==> src/rtl/i2c_rf_pkg.sv <==
package i2c_rf_pkg;

  localparam int PTR_W  = 7;
  localparam int BYTE_W = 8;

  typedef enum logic [2:0] {
    ST_IDLE = 3'd0,
    ST_DEV  = 3'd1,
    ST_REG  = 3'd2,
    ST_WR   = 3'd3,
    ST_RD   = 3'd4
  } rf_state_e;

  // 7-bit target address: fixed high part, then the strap pair (~strap, strap)
  function automatic logic [PTR_W-1:0] dev_address(input logic [4:0] base, input logic strap);
    return {base, ~strap, strap};
  endfunction

  // Pointer step with a ceiling: the ceiling value wraps to zero
  function automatic logic [PTR_W-1:0] ptr_step(input logic [PTR_W-1:0] p, input logic [PTR_W-1:0] last);
    return (p == last) ? '0 : p + 1'b1;
  endfunction

endpackage

==> src/rtl/i2c_rf_line_sync.sv <==
module i2c_rf_line_sync #(
  parameter int STAGES = 2
) (
  input  logic clk,
  input  logic rst_n,
  input  logic scl_i,
  input  logic sda_i,
  output logic scl_s,
  output logic sda_s,
  output logic scl_rise,
  output logic scl_fall,
  output logic start_evt,
  output logic stop_evt
);

  logic [STAGES-1:0] scl_pipe;
  logic [STAGES-1:0] sda_pipe;
  logic              scl_q;
  logic              sda_q;

  // Idle bus level is high, so every flop resets to 1 and no event fires after reset
  always_ff @(posedge clk or negedge rst_n) begin
    if (!rst_n) begin
      scl_pipe <= '1;
      sda_pipe <= '1;
      scl_q    <= 1'b1;
      sda_q    <= 1'b1;
    end else begin
      scl_pipe <= {scl_pipe[STAGES-2:0], scl_i};
      sda_pipe <= {sda_pipe[STAGES-2:0], sda_i};
      scl_q    <= scl_pipe[STAGES-1];
      sda_q    <= sda_pipe[STAGES-1];
    end
  end

  assign scl_s     = scl_pipe[STAGES-1];
  assign sda_s     = sda_pipe[STAGES-1];
  assign scl_rise  = scl_s & ~scl_q;
  assign scl_fall  = ~scl_s & scl_q;
  assign start_evt = scl_s & scl_q & sda_q & ~sda_s;
  assign stop_evt  = scl_s & scl_q & ~sda_q & sda_s;

endmodule

==> src/rtl/i2c_rf_ptr.sv <==
module i2c_rf_ptr
  import i2c_rf_pkg::*;
#(
  parameter logic [PTR_W-1:0] LAST = 7'h4F
) (
  input  logic             clk,
  input  logic             rst_n,
  input  logic             load,
  input  logic [PTR_W-1:0] load_val,
  input  logic             adv,
  output logic [PTR_W-1:0] ptr,
  output logic             at_last
);

  always_ff @(posedge clk or negedge rst_n) begin
    if (!rst_n)    ptr <= '0;
    else if (load) ptr <= load_val;
    else if (adv)  ptr <= ptr_step(ptr, LAST);
  end

  assign at_last = (ptr == LAST);

endmodule

==> src/rtl/i2c_rf_slave.sv <==
module i2c_rf_slave
  import i2c_rf_pkg::*;
#(
  parameter logic [4:0]       DEV_BASE    = 5'b11101,
  parameter logic [PTR_W-1:0] PTR_LAST    = 7'h4F,
  parameter int               SYNC_STAGES = 2
) (
  input  logic              clk,
  input  logic              rst_n,
  input  logic              scl_i,
  input  logic              sda_i,
  input  logic              addr_strap,
  input  logic              autoinc_en,
  output logic              sda_oe,
  output logic              wr_en,
  output logic [PTR_W-1:0]  wr_addr,
  output logic [BYTE_W-1:0] wr_data,
  output logic [PTR_W-1:0]  rd_addr,
  input  logic [BYTE_W-1:0] rd_data
);

  localparam int CNT_W = $clog2(BYTE_W + 1);
  localparam logic [CNT_W-1:0] BYTE_END = CNT_W'(BYTE_W);

  // Bus events, brought out as named wires for the checker
  logic scl_s, sda_s, scl_rise, scl_fall, start_evt, stop_evt;

  rf_state_e          st, nxt_st;
  logic [CNT_W-1:0]   bitcnt;
  logic               in_ack;
  logic [BYTE_W-1:0]  shreg, txreg;
  logic               oe_q, wr_q;
  logic [PTR_W-1:0]   waddr_q;
  logic [BYTE_W-1:0]  wdata_q;
  logic [PTR_W-1:0]   ptr;
  logic               at_last;

  logic byte_done, dev_match, ptr_load, ptr_adv, mack_rise;

  i2c_rf_line_sync #(.STAGES(SYNC_STAGES)) u_sync (
    .clk       (clk),
    .rst_n     (rst_n),
    .scl_i     (scl_i),
    .sda_i     (sda_i),
    .scl_s     (scl_s),
    .sda_s     (sda_s),
    .scl_rise  (scl_rise),
    .scl_fall  (scl_fall),
    .start_evt (start_evt),
    .stop_evt  (stop_evt)
  );

  // A received byte is complete on the SCL fall after its eighth bit
  assign byte_done = scl_fall && !in_ack && (bitcnt == BYTE_END) && !start_evt && !stop_evt
                     && (st == ST_DEV || st == ST_REG || st == ST_WR);
  assign dev_match = (shreg[BYTE_W-1:1] == dev_address(DEV_BASE, addr_strap));
  assign mack_rise = scl_rise && in_ack && (st == ST_RD) && !start_evt && !stop_evt;
  assign ptr_load  = byte_done && (st == ST_REG);
  assign ptr_adv   = (byte_done && (st == ST_WR) && autoinc_en && !at_last)
                   || (mack_rise && !sda_s && autoinc_en);

  i2c_rf_ptr #(.LAST(PTR_LAST)) u_ptr (
    .clk      (clk),
    .rst_n    (rst_n),
    .load     (ptr_load),
    .load_val (shreg[PTR_W-1:0]),
    .adv      (ptr_adv),
    .ptr      (ptr),
    .at_last  (at_last)
  );

  always_ff @(posedge clk or negedge rst_n) begin
    if (!rst_n) begin
      st      <= ST_IDLE;
      nxt_st  <= ST_IDLE;
      bitcnt  <= '0;
      in_ack  <= 1'b0;
      shreg   <= '0;
      txreg   <= '0;
      oe_q    <= 1'b0;
      wr_q    <= 1'b0;
      waddr_q <= '0;
      wdata_q <= '0;
    end else begin
      wr_q <= 1'b0;
      if (start_evt) begin
        st     <= ST_DEV;
        bitcnt <= '0;
        in_ack <= 1'b0;
        oe_q   <= 1'b0;
      end else if (stop_evt) begin
        st     <= ST_IDLE;
        bitcnt <= '0;
        in_ack <= 1'b0;
        oe_q   <= 1'b0;
      end else if (st != ST_IDLE) begin
        if (scl_rise) begin
          if (!in_ack && bitcnt != BYTE_END) begin
            shreg  <= {shreg[BYTE_W-2:0], sda_s};
            bitcnt <= bitcnt + 1'b1;
          end else if (mack_rise) begin
            nxt_st <= sda_s ? ST_IDLE : ST_RD;
          end
        end else if (scl_fall) begin
          if (in_ack) begin
            // End of the acknowledge slot
            in_ack <= 1'b0;
            bitcnt <= '0;
            st     <= nxt_st;
            if (nxt_st == ST_RD) begin
              oe_q  <= ~rd_data[BYTE_W-1];
              txreg <= {rd_data[BYTE_W-2:0], 1'b0};
            end else begin
              oe_q  <= 1'b0;
            end
          end else if (bitcnt == BYTE_END) begin
            if (st == ST_RD) begin
              oe_q   <= 1'b0;
              in_ack <= 1'b1;
              nxt_st <= ST_IDLE;
            end else if (st == ST_DEV && !dev_match) begin
              st <= ST_IDLE;
            end else begin
              in_ack <= 1'b1;
              oe_q   <= 1'b1;
              unique case (st)
                ST_DEV:  nxt_st <= shreg[0] ? ST_RD : ST_REG;
                ST_REG:  nxt_st <= ST_WR;
                ST_WR: begin
                  wr_q    <= 1'b1;
                  waddr_q <= ptr;
                  wdata_q <= shreg;
                  nxt_st  <= (autoinc_en && !at_last) ? ST_WR : ST_REG;
                end
                default: nxt_st <= ST_IDLE;
              endcase
            end
          end else if (st == ST_RD && bitcnt != '0) begin
            oe_q  <= ~txreg[BYTE_W-1];
            txreg <= {txreg[BYTE_W-2:0], 1'b0};
          end
        end
      end
    end
  end

  assign sda_oe  = oe_q;
  assign wr_en   = wr_q;
  assign wr_addr = waddr_q;
  assign wr_data = wdata_q;
  assign rd_addr = ptr;

endmodule

==> config.mk <==
export PLATFORM = sky130hd
export DESIGN_NAME = i2c_rf_slave
export DESIGN_NICKNAME = d
export VERILOG_FILES = /design/src/rtl/i2c_rf_pkg.sv /design/src/rtl/i2c_rf_line_sync.sv /design/src/rtl/i2c_rf_ptr.sv /design/src/rtl/i2c_rf_slave.sv
export SDC_FILE = /design/constraint.sdc
export NUM_CORES = 1
export LEC_CHECK = 0
export BUFFER_PORTS_ARGS = -buffer_cell sky130_fd_sc_hd__buf_2
export CAP_MARGIN = 40
export CELL_PAD_IN_SITES_DETAIL_PLACEMENT = 1
export CELL_PAD_IN_SITES_GLOBAL_PLACEMENT = 1
export CORE_MARGIN = 2
export CORE_UTILIZATION = 48
export DETAILED_ROUTE_END_ITERATION = 10
export PLACE_DENSITY = 0.83
export SETUP_SLACK_MARGIN = 0.05
export SYNTH_ARGS = -nofsm -noshare
export SYNTH_HDL_FRONTEND = slang
export SYNTH_SLANG_ARGS = --single-unit
==> constraint.sdc <==
create_clock -name clk -period 3.53 [get_ports clk]
set_input_delay 0.706 -clock clk [delete_from_list [all_inputs] [get_ports clk]]
set_output_delay 0.706 -clock clk [all_outputs]
set_load 0.1 [all_outputs]
==> tab_implementation.tex, run 1 <==
\begin{tabular}{lr}
\hline
Metric & Value \\
\hline
\multicolumn{2}{l}{\textbf{Critical path}} \\
Number of cells traversed by the worst register-to-register path & 6 \\
CP Data Arrival Time & 2.55 ns \\
Nature of the critical path endpoint & flop \\
Reg2reg end & txreg[7] \\
R2R setup slack & 1.17 ns \\
Worst flop-to-flop path startpoint & u\_sync.scl\_q \\
Biggest cell delay along the critical path & 0.56 ns \\
Worst Path Required & 3.71 ns \\
Biggest fanout along the worst timing path & 14 \\
Crit path kind & flop to flop \\
Type of element launching the critical path & flop \\
Ordered list of cells on the worst path & inv\_1, ha\_1, nor3b\_2, nand3\_1, nand2\_1, o21ai\_0 \\
Worst path slowest cell & dfstp\_2 \\
\multicolumn{2}{l}{\textbf{CTS}} \\
TritonCTS clock tree & built \\
Clock input transition at the sequential cells of the worst setup and hold paths & 0.11 ns \\
Number of CTS-inserted buffers & 5 \\
Number of buffers inserted by post-CTS setup repair & 0 \\
Worst-skew pair later-pin latency & 0.33 ns \\
Resized cells post-CTS & 0 \\
CTS Root Cell & clkbuf\_8 \\
Number of clock sinks seen by CTS & 56 \\
Number of hold buffers added after CTS & 0 \\
H-Tree Depth & 2 \\
Buffer depth of the longest clock path & 2 \\
\multicolumn{2}{l}{\textbf{Run status}} \\
Status & finished clean \\
\multicolumn{2}{l}{\textbf{Power and ir drop}} \\
Total internal power & 0.911 mW \\
Sw Pwr & 0.391 mW \\
Sequential share of power & 0.591 \\
Clock share of power & 0.299 \\
Reported leakage power & roughly 1.5 nW \\
Peak ir drop on the vdd network & 242 uV \\
Switching fraction of total power & 0.300 \\
Pwr Density & 414 nW/um\^{}2 \\
Share of total power in combinational logic & 0.110 \\
\multicolumn{2}{l}{\textbf{Logic synthesis}} \\
Synthesized Nets & about 280 \\
Largest area contributor in the synthesized netlist & dfrtp\_1 \\
Post-synth top flop & dfrtp\_1 \\
Most frequent cell after synthesis & dfrtp\_1 \\
Warnings, synthesis & 0 \\
Synth top area share & 0.448 \\
Post-synthesis instance area & 2790 sq um \\
Yosys cell types & 52 \\
Synthesized instance count & 258 \\
Post-synth ARST share & 1.00 \\
Cell types with the highest counts after synthesis & dfrtp\_1, nand2\_1, mux2\_2 \\
Mean instance size in the synthesized netlist & 10.8 sq um \\
Number of register bits inferred by synthesis & 56 \\
Number of enable-type register cells in the synthesized netlist & 0 \\
Post-synthesis sequential area ratio & 0.504 \\
Top cells by area in the synthesized netlist & dfrtp\_1, mux2\_2, dfstp\_2, nand2\_1, mux2i\_1 \\
\multicolumn{2}{l}{\textbf{Layout}} \\
Fraction of final layout cells with drive strength greater than 1 & 0.304 \\
Number of antenna diodes & 0 \\
Synth-to-Final Area Change & 12.8\% \\
Layout filler cell count & around 640 \\
Number of nets in the final layout & 315 \\
Number of non-filler instances in the completed layout & between 300 and 400 \\
\multicolumn{2}{l}{\textbf{Die}} \\
Die area & 6440 sq um \\
Core footprint & 5570 sq um \\
Starting density of the core & 0.501 \\
Die Width & 80.3 um \\
Die H & 80.3 um \\
Std-Cell Rows & 27 \\
Io pins & 38 \\
\multicolumn{2}{l}{\textbf{GRT}} \\
GR Util All Layers & 0.215 \\
Overall overflow remaining after global route & 0 \\
First-pass GRT wire length & 10500 um \\
Vias in the first global route & 2152 \\
Initial antenna violation count & 0 \\
Maximum number of pins on one net before global-route repair & 26 \\
\multicolumn{2}{l}{\textbf{Routing}} \\
Number of nets still failing antenna checks after routing & 0 \\
Detail-routed net length per standard cell & 16.9 um \\
Final WL & $\sim$6200 um \\
Iteration-0 DRC count of the detailed router & 80 \\
DRT Pass-1 Iters & 4 \\
Average via count per standard cell & 5.60 \\
Drt drc & 0 \\
Via Count & 2061 \\
\multicolumn{2}{l}{\textbf{Placement}} \\
HPWL reported at the end of detailed placement & 4660 um \\
\# placed instances & 360 \\
Count of input and output buffers & 37 \\
Routability congestion estimate & 0.805 \\
\multicolumn{2}{l}{\textbf{STA}} \\
Final Critical Period & 2.36 ns \\
Unrepaired setup endpoints after global routing & false \\
Setup clock skew after layout & roughly 0.014 ns \\
Number of max-slew violations in the final report & 0 \\
Fmax achieved & 423 MHz \\
Pin slew with the least headroom to its limit & 0.795 ns \\
Setup-violating endpoint count in the final report & 0 \\
Setup Total Neg Slack & 0 ns \\
Post-route fraction of the period consumed by the critical path & 0.670 \\
Worst-case headroom to the max-slew limit & 0.470 \\
Final Hold Violating Endpoints & 0 \\
\multicolumn{2}{l}{\textbf{Flow run}} \\
Total of max-cap violations & 0 \\
\multicolumn{2}{l}{\textbf{Hold path}} \\
Classification of the worst-slack hold path & input pin to asynchronous set/reset pin \\
\hline
\end{tabular}
[worst max-delay path, delay by kind of cell (launching register included)]
| family | cells | cell delay, ns |
|---|---|---|
| compound gates | 1 | 0.12 |
| simple gates | 3 | 1.18 |
| buf+inv | 1 | 0.04 |
| fa+ha+maj | 1 | 0.31 |
| flops | 1 | 0.56 |
[final cells by class]
type / instances / area, sq um / share of cell area
inverter: 10 / 37.5 / 0.0119
sequential: 56 / 1410 / 0.447
timing repair buffer: 39 / 213 / 0.0675
tap: 72 / 90.1 / 0.0286
clock buffer: 5 / 68.8 / 0.0219
multi-input combinational: 183 / 1300 / 0.414
clock inverter: 3 / 28.8 / 0.00914
[stage by stage]
| step | hold WS [ns] | cell area, sq um | util | power, mW | setup WS [ns] |
|---|---|---|---|---|---|
| 2_1_floorplan | 0.345 | 2790 | - | 0.851 | 0.985 |
| 6_report | 0.278 | 3150 | 0.565 | 1.30 | 1.17 |
| 5_1_grt | 0.294 | 3150 | 0.565 | 1.37 | 0.947 |
| 4_1_cts | 0.285 | 3150 | 0.565 | 1.31 | 1.16 |
| 3_5_place_dp | 0.352 | 3050 | 0.547 | 0.925 | 1.18 |
| 3_3_place_gp | 0.346 | 3030 | 0.544 | 0.909 | 1.25 |
[per-layer routing]
layer	vias to the layer above	share of wire	track usage	wire length, um
li1	980	-	-	-
met1	1040	0.45	0.279	2780
met2	33	0.51	0.368	3150
met3	8	0.033	0.0438	204
met4	0	0.011	0.0576	68
met5	-	0	0	0
[sequential cells by signal (all words and copies together), names as in the netlist]
name / flops
shreg: 8
wr_data: 8
txreg: 7
u_ptr.ptr: 7
wr_addr: 7
bitcnt: 4
nxt_st: 3
st: 3
u_sync.scl_pipe: 2
u_sync.sda_pipe: 2
in_ack: 1
sda_oe: 1
u_sync.scl_q: 1
u_sync.sda_q: 1
wr_en: 1
[layout by cell type, fill, tap and decap left out, types with 3 or more instances in the layout]
cell / netlist / final
dfstp_2: 6 / 6
nand3_1: 10 / 10
nor3b_1: 4 / 4
nor2b_1: 5 / 5
dfrtp_1: 50 / 50
mux2_1: 4 / 4
nand2b_1: 3 / 3
nand2_1: 29 / 29
o21ai_0: 17 / 17
buf_2: 5 / 37
mux2i_1: 9 / 9
o21ai_1: 5 / 5
and3_1: 3 / 3
a21oi_1: 11 / 11
clkbuf_8: 0 / 5
mux2_2: 21 / 21
inv_1: 10 / 10
ha_1: 6 / 6
nor3_1: 3 / 3
nor2_1: 12 / 12
[how the worst max path moves through the flow]
stage	depth (start not counted)	to	start
3_3_place_gp	4	wr_data[5]	in_ack
3_5_place_dp	6	txreg[7]	u_sync.scl_q
5_1_grt	6	txreg[7]	u_sync.scl_q
2_1_floorplan	7	u_ptr.ptr[6]	u_ptr.ptr[0]
6_report	6	txreg[7]	u_sync.scl_q
4_1_cts	6	txreg[7]	u_sync.scl_q
[power groups by stage]
stage          Sequential [mW]  Clock (mW)  Combinational [mW]
5_1_grt                  0.779       0.429               0.163
4_1_cts                  0.767       0.400               0.147
2_1_floorplan            0.745           0               0.106
6_report                 0.770       0.390               0.143
3_5_place_dp             0.780           0               0.145
3_3_place_gp             0.775           0               0.135
[cells by family after synthesis]
logic type | share of synthesized area
mux | 0.133
buf+inv | 0.0291
simple gates | 0.190
xor+xnor | 0.00941
compound gates | 0.107
flops | 0.504
fa+ha+maj | 0.0269
(Power assumes the default switching activity.)
==> run 2: changes to the inputs <==
- CORE_UTILIZATION: 48 -> 45
- PLACE_DENSITY: 0.83 -> 0.78
- clock period: 3.53 -> 2.3 ns (I/O delays scaled with it)
==> run 2 against run 1 <==
Clock power increased by 38%. Global-route usage down 0.90 points. Via count up 0.73%. Sequential power is 53% higher. Sequential share of layout area shrank 0.75 points. Clock skew shrank 0.0083 ns. Critical path type unchanged. Largest cell class unchanged. Largest power group unchanged.
==> tab_implementation.tex, run 2 (synthesis gave the netlist of run 1 again) <==
\begin{tabular}{lr}
\hline
Metric & Value \\
\hline
\multicolumn{2}{l}{\textbf{Run status}} \\
Status & finished clean \\
\multicolumn{2}{l}{\textbf{Flow run}} \\
Total of max-cap violations & 0 \\
\multicolumn{2}{l}{\textbf{Routing}} \\
Final WL & $\sim$6500 um \\
Drt drc & 0 \\
Average via count per standard cell & 5.52 \\
Number of nets still failing antenna checks after routing & 0 \\
Iteration-0 DRC count of the detailed router & between 80 and 90 \\
DRT Pass-1 Iters & 4 \\
Via Count & between 2000 and 2500 \\
Detail-routed net length per standard cell & 17.2 um \\
\multicolumn{2}{l}{\textbf{Critical path}} \\
Number of cells traversed by the worst register-to-register path & 6 \\
CP Data Arrival Time & 2.34 ns \\
Crit path kind & flop to flop \\
Type of element launching the critical path & flop \\
Worst flop-to-flop path startpoint & u\_sync.scl\_pipe[1] \\
Biggest fanout along the worst timing path & 8 \\
Reg2reg end & bitcnt[3] \\
R2R setup slack & 0.19 ns \\
Nature of the critical path endpoint & flop \\
Worst Path Required & 2.53 ns \\
\multicolumn{2}{l}{\textbf{Die}} \\
Std-Cell Rows & 28 \\
Io pins & 38 \\
Die area & $\sim$6900 sq um \\
Die Width & $\sim$83 um \\
Die H & 82.8 um \\
Core footprint & about 6000 sq um \\
Starting density of the core & 0.469 \\
\multicolumn{2}{l}{\textbf{STA}} \\
Post-route fraction of the period consumed by the critical path & 0.919 \\
Number of max-slew violations in the final report & 0 \\
Setup clock skew after layout & roughly 0.0059 ns \\
Fmax achieved & 473 MHz \\
Worst-case headroom to the max-slew limit & 0.670 \\
Setup-violating endpoint count in the final report & 0 \\
Unrepaired setup endpoints after global routing & false \\
Setup Total Neg Slack & 0 ns \\
Final Hold Violating Endpoints & 0 \\
Final Critical Period & 2.11 ns \\
Pin slew with the least headroom to its limit & 0.499 ns \\
\multicolumn{2}{l}{\textbf{CTS}} \\
H-Tree Depth & 2 \\
Number of clock sinks seen by CTS & 56 \\
CTS Root Cell & clkbuf\_8 \\
Number of buffers inserted by post-CTS setup repair & 0 \\
Clock input transition at the sequential cells of the worst setup and hold paths & 0.10 ns \\
Number of hold buffers added after CTS & 0 \\
Buffer depth of the longest clock path & 2 \\
TritonCTS clock tree & built \\
Worst-skew pair later-pin latency & around 0.31 ns \\
Number of CTS-inserted buffers & 5 \\
\multicolumn{2}{l}{\textbf{Layout}} \\
Most common cell after layout, fill and taps aside & dfrtp\_1 \\
Leading cell types in the layout, fill and taps excluded & dfrtp\_1, buf\_2, nand2\_1 \\
Synth-to-Final Area Change & 15.2\% \\
Number of nets in the final layout & 320 \\
Area of all placed cells without fillers & 3220 sq um \\
Fraction of final layout cells with drive strength greater than 1 & 0.332 \\
Number of antenna diodes & 0 \\
\multicolumn{2}{l}{\textbf{Placement}} \\
Routability congestion estimate & 0.835 \\
HPWL reported at the end of detailed placement & 4740 um \\
Total cell area at the placement stage & 3100 sq um \\
Count of input and output buffers & 37 \\
\multicolumn{2}{l}{\textbf{Power and ir drop}} \\
Reported leakage power & approximately 1.5 nW \\
Peak ir drop on the vdd network & 405 uV \\
Pwr Density & between 600 and 700 nW/um\^{}2 \\
\multicolumn{2}{l}{\textbf{GRT}} \\
GR Util All Layers & 0.206 \\
Overall overflow remaining after global route & 0 \\
Maximum number of pins on one net before global-route repair & 40 \\
First-pass GRT wire length & $\sim$11000 um \\
Vias in the first global route & 2128 \\
Initial antenna violation count & 0 \\
\multicolumn{2}{l}{\textbf{Hold path}} \\
Classification of the worst-slack hold path & input pin to asynchronous set/reset pin \\
\hline
\end{tabular}
## run 2: cell count changes in the layout (fill, tap and decap cells not counted), moves of 2 or more
cell / before / now
dfrtp_2: 0 / 5
buf_4: 1 / 6
clkbuf_1: 0 / 2
dfrtp_1: 50 / 45
## run 2: stage by stage
| step | std cells | setup WS, ns | util | power, mW | hold slack, ns |
|---|---|---|---|---|---|
| floorplan | 258 | 0.0569 | - | 1.31 | 0.164 |
| global placement | 368 | 0.0755 | 0.520 | 1.41 | 0.347 |
| detailed placement | 368 | 0.0744 | 0.520 | 1.44 | 0.347 |
| CTS | 376 | 0.104 | 0.535 | 1.98 | 0.0884 |
| global route | 376 | 0.0610 | 0.540 | 2.06 | 0.0918 |
| finish | 376 | 0.186 | 0.540 | 1.96 | 0.0796 |
## run 2: report_power, final
group,total (mW),switching [mW],internal (mW)
logic,0.246,0.133,0.113
clock network,0.540,0.320,0.221
registers,1.18,0.113,1.06
## run 2: worst max path at each step
| stage | to | startpoint | slack (ns) |
|---|---|---|---|
| after floorplan | u_ptr.ptr[6] | u_ptr.ptr[5] | 0.06 |
| after global placement | shreg[7] | u_sync.scl_pipe[1] | 0.08 |
| after detailed placement | shreg[0] | u_sync.scl_pipe[1] | 0.07 |
| after CTS | wr_data[6] | bitcnt[0] | 0.10 |
| after global routing | nxt_st[1] | u_sync.scl_pipe[1] | 0.06 |
| final | bitcnt[3] | u_sync.scl_pipe[1] | 0.19 |
## run 2: final cells by class
cell class	count	area (sq um)
Inverter	10	37.5
Timing Repair Buffer	44	250
Fill cell	663	2740
Multi-Input combinational cell	183	1340
Sequential cell	56	1420
Clock inverter	1	8.76
Clock buffer	7	76.3
Tap cell	75	93.8
## run 2: repair_timing
action	CTS	global route
gates resized for setup	1	5
setup endpoints to repair	1	22
endpoints found under the hold margin	0	0
## run 2: worst max-delay path, cell delays in order (launching register included)
cell      delay, ns
dfstp_2        0.63
inv_1          0.07
ha_1           0.29
nor2_1         0.28
a21oi_2        0.18
or4_1          0.50
o211ai_1       0.11
## run 2: per-layer routing
| layer | vias to the layer above | global-route usage | part of all wire |
|---|---|---|---|
| met5 | - | 0 | 0 |
| li1 | 994 | - | - |
| met3 | 13 | 0.0465 | 0.040 |
| met4 | 0 | 0.0738 | 0.020 |
| met1 | 1026 | 0.276 | 0.47 |
| met2 | 43 | 0.331 | 0.47 |
